==> src/rtl/zt_sram.sv <==
module zt_sram #(
  parameter int DW    = 72,
  parameter int LANES = 4,
  parameter int AW    = 6
) (
  input  logic             clk,
  input  logic             rst_n,
  input  logic             cke_n,
  input  logic             adv_ld,
  input  logic             cs_n,
  input  logic             we_n,
  input  logic [LANES-1:0] bw_n,
  input  logic [AW-1:0]    addr,
  input  logic             lin_order,
  input  logic             zz,
  input  logic             oe_n,
  input  logic [DW-1:0]    wdata,
  output logic [DW-1:0]    rdata,
  output logic             rdata_oe
);
  localparam int LW    = DW / LANES;
  localparam int DEPTH = 1 << AW;

  logic [DW-1:0] mem [DEPTH];

  logic zz_q1, zz_q2;

  logic          b_act, b_we;
  logic [AW-1:0] b_base;
  logic [1:0]    b_cnt;

  logic             s1_v, s1_we, s2_v, s2_we;
  logic [AW-1:0]    s1_a, s2_a;
  logic [LANES-1:0] s1_bw, s2_bw;

  logic          r_v;
  logic [DW-1:0] r_d, fwd;

  wire go  = !cke_n;
  wire ld  = !adv_ld && !zz_q2;
  wire adv = adv_ld && !zz_q2 && b_act;

  wire [1:0]    nxt_cnt = b_cnt + 2'd1;
  wire [1:0]    nxt_lo  = lin_order ? (b_base[1:0] + nxt_cnt) : (b_base[1:0] ^ nxt_cnt);
  wire [AW-1:0] adv_a   = {b_base[AW-1:2], nxt_lo};

  wire          new_v  = (ld && !cs_n) || adv;
  wire          new_we = ld ? !we_n : b_we;
  wire [AW-1:0] new_a  = ld ? addr : adv_a;
  wire          s2_wr  = s2_v && s2_we;

  always_ff @(posedge clk) begin
    if (!rst_n) begin
      zz_q1 <= 1'b0;
      zz_q2 <= 1'b0;
    end else begin
      zz_q1 <= zz;
      zz_q2 <= zz_q1;
    end
  end

  always_ff @(posedge clk) begin
    if (!rst_n) begin
      b_act <= 1'b0;
      s1_v  <= 1'b0;
      s2_v  <= 1'b0;
      r_v   <= 1'b0;
    end else if (go) begin
      if (ld) begin
        b_act  <= !cs_n;
        b_we   <= !we_n;
        b_base <= addr;
        b_cnt  <= 2'd0;
      end else if (adv) begin
        b_cnt <= nxt_cnt;
      end
      s1_v  <= new_v;
      s1_we <= new_we;
      s1_a  <= new_a;
      s1_bw <= ~bw_n;
      s2_v  <= s1_v;
      s2_we <= s1_we;
      s2_a  <= s1_a;
      s2_bw <= s1_bw;
      r_v   <= s1_v && !s1_we;
      r_d   <= fwd;
    end
  end

  always_comb begin
    fwd = mem[s1_a];
    for (int i = 0; i < LANES; i++)
      if (s2_wr && s2_a == s1_a && s2_bw[i]) fwd[i*LW +: LW] = wdata[i*LW +: LW];
  end

  always_ff @(posedge clk) begin
    if (rst_n && go && s2_wr)
      for (int i = 0; i < LANES; i++)
        if (s2_bw[i]) mem[s2_a][i*LW +: LW] <= wdata[i*LW +: LW];
  end

  assign rdata_oe = r_v && !oe_n;
  assign rdata    = rdata_oe ? r_d : '0;

  AST_STALL_HOLD: assert property (@(posedge clk) disable iff (!rst_n)
    cke_n |=> ($stable(r_d) && $stable(r_v) && $stable(b_cnt) && $stable(s1_v)));
  AST_LOAD_LATCH: assert property (@(posedge clk) disable iff (!rst_n)
    (go && ld && !cs_n) |=> (s1_v && b_cnt == 2'd0 && s1_a == $past(addr)));
  AST_READ_NEXT: assert property (@(posedge clk) disable iff (!rst_n)
    (go && s1_v && !s1_we) |=> r_v);
  AST_WRITE_STAGE: assert property (@(posedge clk) disable iff (!rst_n)
    (go && s1_v && s1_we) |=> (s2_wr && s2_a == $past(s1_a)));
  AST_SLEEP_NOP: assert property (@(posedge clk) disable iff (!rst_n)
    (go && zz_q2) |=> !s1_v);
  AST_DESEL_BURST: assert property (@(posedge clk) disable iff (!rst_n)
    (go && !adv_ld && !zz_q2 && cs_n) |=> !b_act);
endmodule

==> config.mk <==
export PLATFORM = sky130hd
export DESIGN_NAME = zt_sram
export DESIGN_NICKNAME = d
export VERILOG_FILES = /design/src/rtl/zt_sram.sv
export SDC_FILE = /design/constraint.sdc
export NUM_CORES = 2
export LEC_CHECK = 0
export BUFFER_PORTS_ARGS = -buffer_cell sky130_fd_sc_hd__buf_4
export CORE_MARGIN = 2
export CORE_UTILIZATION = 40
export DETAILED_ROUTE_END_ITERATION = 8
export HOLD_SLACK_MARGIN = 0.06
export PLACE_DENSITY = 0.52
export SLEW_MARGIN = 40
export SYNTH_ARGS = -nofsm -noshare
export SYNTH_HDL_FRONTEND = slang
export SYNTH_MEMORY_MAX_BITS = 65536
export SYNTH_SLANG_ARGS = --single-unit
==> constraint.sdc <==
create_clock -name clk -period 4.18 [get_ports clk]
set_input_delay 0.836 -clock clk [delete_from_list [all_inputs] [get_ports clk]]
set_output_delay 0.836 -clock clk [all_outputs]
set_load 0.02 [all_outputs]
## Word level (Yosys, flattened, before mapping)

Memory sizes are Yosys's and may differ from the RTL's. A register that Yosys moved wholly into a read port is not among the register bits.
Cells that the tools add are included.

- Register bits: 36
- Memory bits (writable): 4,608
- Bits of input ports: 91
- Output and inout bits: 73
- Logic and storage cells: 59
- Memories kept: 1

Memories:

| name | words | width | rd ports | clocked after memory_dff | write ports | RTL line | text |
|---|---|---|---|---|---|---|---|
| mem | 64 | 72 | 1 | 1 | 1 | 24 | `logic [DW-1:0] mem [DEPTH];` |

- Add/sub/neg operators: 2
- Muxes and demuxes: 17
- Bitwise operators: 3
- Reductions and logical operators: 22

Operator list:

| kind | count |
|---|---|
| $mux 72 | 1 |
| $mux 1 | 13 |
| $logic_and 1x1->1 | 9 |
| $logic_not 1->1 | 7 |
| $mux 6 | 1 |
| $reduce_and 3->1 | 2 |
| $mux 2 | 2 |
| $not 4->4 | 1 |
| $reduce_and 2->1 | 2 |
| $add 2x1->2 const B | 1 |
| $add 2x2->2 | 1 |
| $reduce_bool 2->1 | 1 |
| $xor 2x2->2 | 1 |
| $logic_or 1x1->1 | 1 |
| $not 1->1 | 1 |

## Logic depth before layout (Yosys ltp)

- Depth after elaboration: 5
- Mapped depth: 12
- Mapped depth without buffers: 6

## Least setup slack after synthesis

Ideal clock, no wire load.

- Kind: input port to flip-flop
- Start: input port cke_n
- End: register r_d[0] (read register of mem), enable pin
- Arrival time: 3.000 ns
- Slack: 0.733 ns
- Stages on the path: 3
- Buffers on the path: 1
- Cells stage by stage: clkbuf_1 > nand2b_1 > inv_1

- Longest elaborated chain between the ends: 2

RTL lines:

| what | RTL line | text |
|---|---|---|
| start, declared | 8 | `input logic cke_n,` |
| $not 1->1 (no line) | n/a |  |
| $reduce_and 2->1 (no line) | n/a |  |
| end, declared | 37 | `logic [DW-1:0] r_d, fwd;` |

Every way passes these cells.
A chain may end at the register's enable or synchronous reset.

==> results.py <==
metrics = {
    "status": {
        "status": "finished, final reports clean",
    },
    "clocking": {
        "cts_hold_buffers": 14,
        "cts_sinks": 4716,
        "tritoncts.num_buffers": 474,
        "clock_path_buffers": 4,
        "cts.clk_slew.worst_paths_ns": 0.06,
        "cts_tree": "yes",
        "ctsResizeCount": 0,
        "htree_num_levels": 5,
        "cts-root-buf": "clkbuf_16",
        "cts_setup_buffers": 0,
        "clk_latency_ns": 1.05,
    },
    "cells_and_area": {
        "fin_cells": 16100,
        "syn_to_final_growth_pct": 15.1,
        "drive_gt1_share_pct": 23.8,
        "nNetsFinal": 9692,
        "final_area_um2": 209000,
        "fillCellCount": 37800,
    },
    "routing": {
        "wl_mm": 531,
        "initialDrtViolationCount": 11000,
        "routedWlPerCell_um": 33.1,
        "viasPerCell": 5.78,
        "ant_nets": 0,
        "drc": 0,
        "drt_pre_antenna_iters": 7,
        "dr_total_vias": 92700,
    },
    "power_and_ir_drop": {
        "power_density_nw_per_um2": 468,
        "vdd_drop_max_uv": 626,
        "p_leak_uw": 0.0668,
    },
    "die": {
        "core_area_um2": 452000,
        "die_area_um2": 459000,
        "rows": 247,
        "die_h_um": 677,
        "ios": 164,
        "initial_utilization_pct": 40.1,
        "die_w_um": 677,
    },
    "worst_setup_path": {
        "crit_buf_inv": 3,
        "worst_ep_arrival_time_ns": 4.35,
        "endpoint_kind": "register",
        "critical_path.top_delay_family": "buffers and inverters",
        "crit_slowest_cell": "buf_4",
        "cp.required_ns": 4.91,
        "crit_chain": "buf_4, nand2b_4, buf_4, buf_4, a21oi_1, nand3_1, o211ai_1, o21ai_0, nand3_1",
        "crit_fanout": 31,
        "max_stage_delay_ns": 0.54,
        "crit_path_start_kind": "register",
        "criticalPathCategory": "register to register",
        "worst_path_most_repeated_cell": "buf_4",
    },
    "global_routing": {
        "grt_overflow": 0,
        "grt_pass1_wl_mm": 739,
        "first_global_vias": 92600,
        "track_usage_pct": 22.7,
        "grt_max_degree": 87,
        "antenna_found_initial": 30,
    },
    "job": {
        "maxCapViolCount": 0,
    },
    "placed_design": {
        "gp_congestion": 0.815,
        "pre_cts_ws_ns": 0.582,
        "io_buffer_count": 163,
        "place_area_um2": 193000,
        "dp_hpwl_mm": 316,
        "place_inst": 15100,
    },
    "logic_synthesis": {
        "synth.distinct_cells": 49,
        "synth-async-reset-ratio_pct": 0,
        "synth_top_area_share_pct": 78.0,
        "yosys_most_used_dff": "edfxtp_1",
        "avgSynthCellArea_um2": 20.3,
        "yosys-top-cells-count": "edfxtp_1, mux2i_1, mux4_2",
        "yosysSeqAreaShare_pct": 78.1,
        "synthTopCellsByArea": "edfxtp_1, mux4_2, mux2i_1, a22oi_1, nand2_1",
        "yosys_warnings": 0,
        "ys_ff_latch": 4716,
        "yosysMostFrequentCell": "edfxtp_1",
        "synth_area_um2": 181000,
        "synth-edff-count": 4710,
        "yosysTopAreaCell": "edfxtp_1",
        "syn_inst": 8936,
        "syn-num-nets": 9028,
    },
    "timing": {
        "rsz0062_at_grt": "false",
        "setup_viol": 0,
        "layout_min_cycle_time_ns": 3.62,
        "hold_ws_ns": 0.145,
        "min_period_over_period_pct": 86.7,
        "slew_headroom_pct": 39.5,
        "drv_slew": 0,
        "tightest_slew_ns": 0.906,
        "setup_tns_ns": 0,
        "clock-skew-final_ns": 0.0821,
        "fmax_mhz": 276,
        "hold_viol": 0,
        "finalWorstSetupSlack_ns": 0.557,
    },
    "min_path": {
        "hp-class": "input port to register",
    },
}
-- final cells by class --
class / instances / area (um2) / area share, %
inverters: 13 / 53.8 / 0.0258
well taps: 5976 / 7480 / 3.58
clock buffers: 593 / 12400 / 5.96
flip-flops and latches: 4716 / 142000 / 67.8
repair buffers: 727 / 6530 / 3.13
clock inverters: 264 / 2490 / 1.19
diodes: 94 / 235 / 0.113
multi-input cells: 3668 / 38000 / 18.2
-- flip-flops by register name, indices dropped and copies added (netlist names) --
| name | flops |
|---|---|
| zz_q1 | 1 |
| s2_a | 6 |
| s1_bw | 4 |
| s1_v | 1 |
| s1_a | 6 |
| b_act | 1 |
| r_d | 72 |
| r_v | 1 |
| s1_we | 1 |
| mem | 4608 |
| b_base | 6 |
| b_cnt | 2 |
| zz_q2 | 1 |
| s2_v | 1 |
| s2_we | 1 |
| s2_bw | 4 |
-- report_power, final --
part	internal, uW	switching [uW]	leakage (uW)
combinational	1410	2880	0.0172
sequential	52100	110	0.0424
clock	23300	18000	0.00727
total	76800	20900	0.0668
-- worst register-to-register path: stages, from the launching register on --
cell and delay (ns):
edfxtp_1 0.38, buf_4 0.54, nand2b_4 0.51, buf_4 0.51
buf_4 0.42, a21oi_1 0.09, nand3_1 0.13, o211ai_1 0.12
o21ai_0 0.49, nand3_1 0.14
-- cell usage in the layout, fill, tap and decap left out, types with 77 or more instances in the layout --
cell type / Yosys / final
o22ai_1: 102 / 102
nor2_2: 4 / 256
buf_4: 67 / 620
diode_2: 0 / 94
a21oi_1: 186 / 186
nand4_1: 105 / 105
and2_1: 78 / 77
a22oi_1: 319 / 319
nand3_1: 83 / 82
clkbuf_16: 0 / 480
clkinv_1: 0 / 109
clkinv_2: 0 / 78
a211oi_1: 106 / 106
nand2_1: 356 / 329
mux2i_1: 938 / 938
edfxtp_1: 4710 / 4710
mux4_2: 707 / 707
clkbuf_1: 205 / 113
-- final timing paths --
path	startpoint	endpoint	slack, ns	cells past startpoint
worst min register to register	s1_bw[3]	s2_bw[3]	0.42	0
worst max-delay path	s1_a[1]	r_d[20]	0.56	9
worst max register to register	s1_a[1]	r_d[20]	0.56	9
worst min-delay path	bw_n[1]	s1_bw[1]	0.15	2
-- per-stage QoR --
step / power, uW / util (%)
2_1_floorplan: 55200 / -
3_3_place_gp: 57400 / 42.7
3_5_place_dp: 57500 / 42.7
4_1_cts: 98500 / 46.0
5_1_grt: 101000 / 46.2
6_report: 97800 / 46.2
-- metal layers --
metal / share of wire [%] / track usage [%] / vias up
li1: - / - / 38400
met3: 6.4 / 3.17 / 690
met1: 43 / 32.2 / 50100
met5: 0.0024 / 0 / -
met4: 3.6 / 7.29 / 2
met2: 47 / 36.5 / 3503
-- kinds of logic (layout without fill, tap and decap cells) --
logic type	Yosys count	after routing	share of synthesized area (%)
flip-flops	4716	4716	78.1
multiplexers	1653	1653	14.0
AND/OR/NAND/NOR	1027	1027	2.60
AO/OA/AOI/OAI	978	978	3.81
buffers and inverters	552	1597	1.47
XOR/XNOR	9	9	0.0435
adder cells (fa/ha/maj)	1	1	0.00690
other	0	94	0
(Power assumes the default switching activity.)
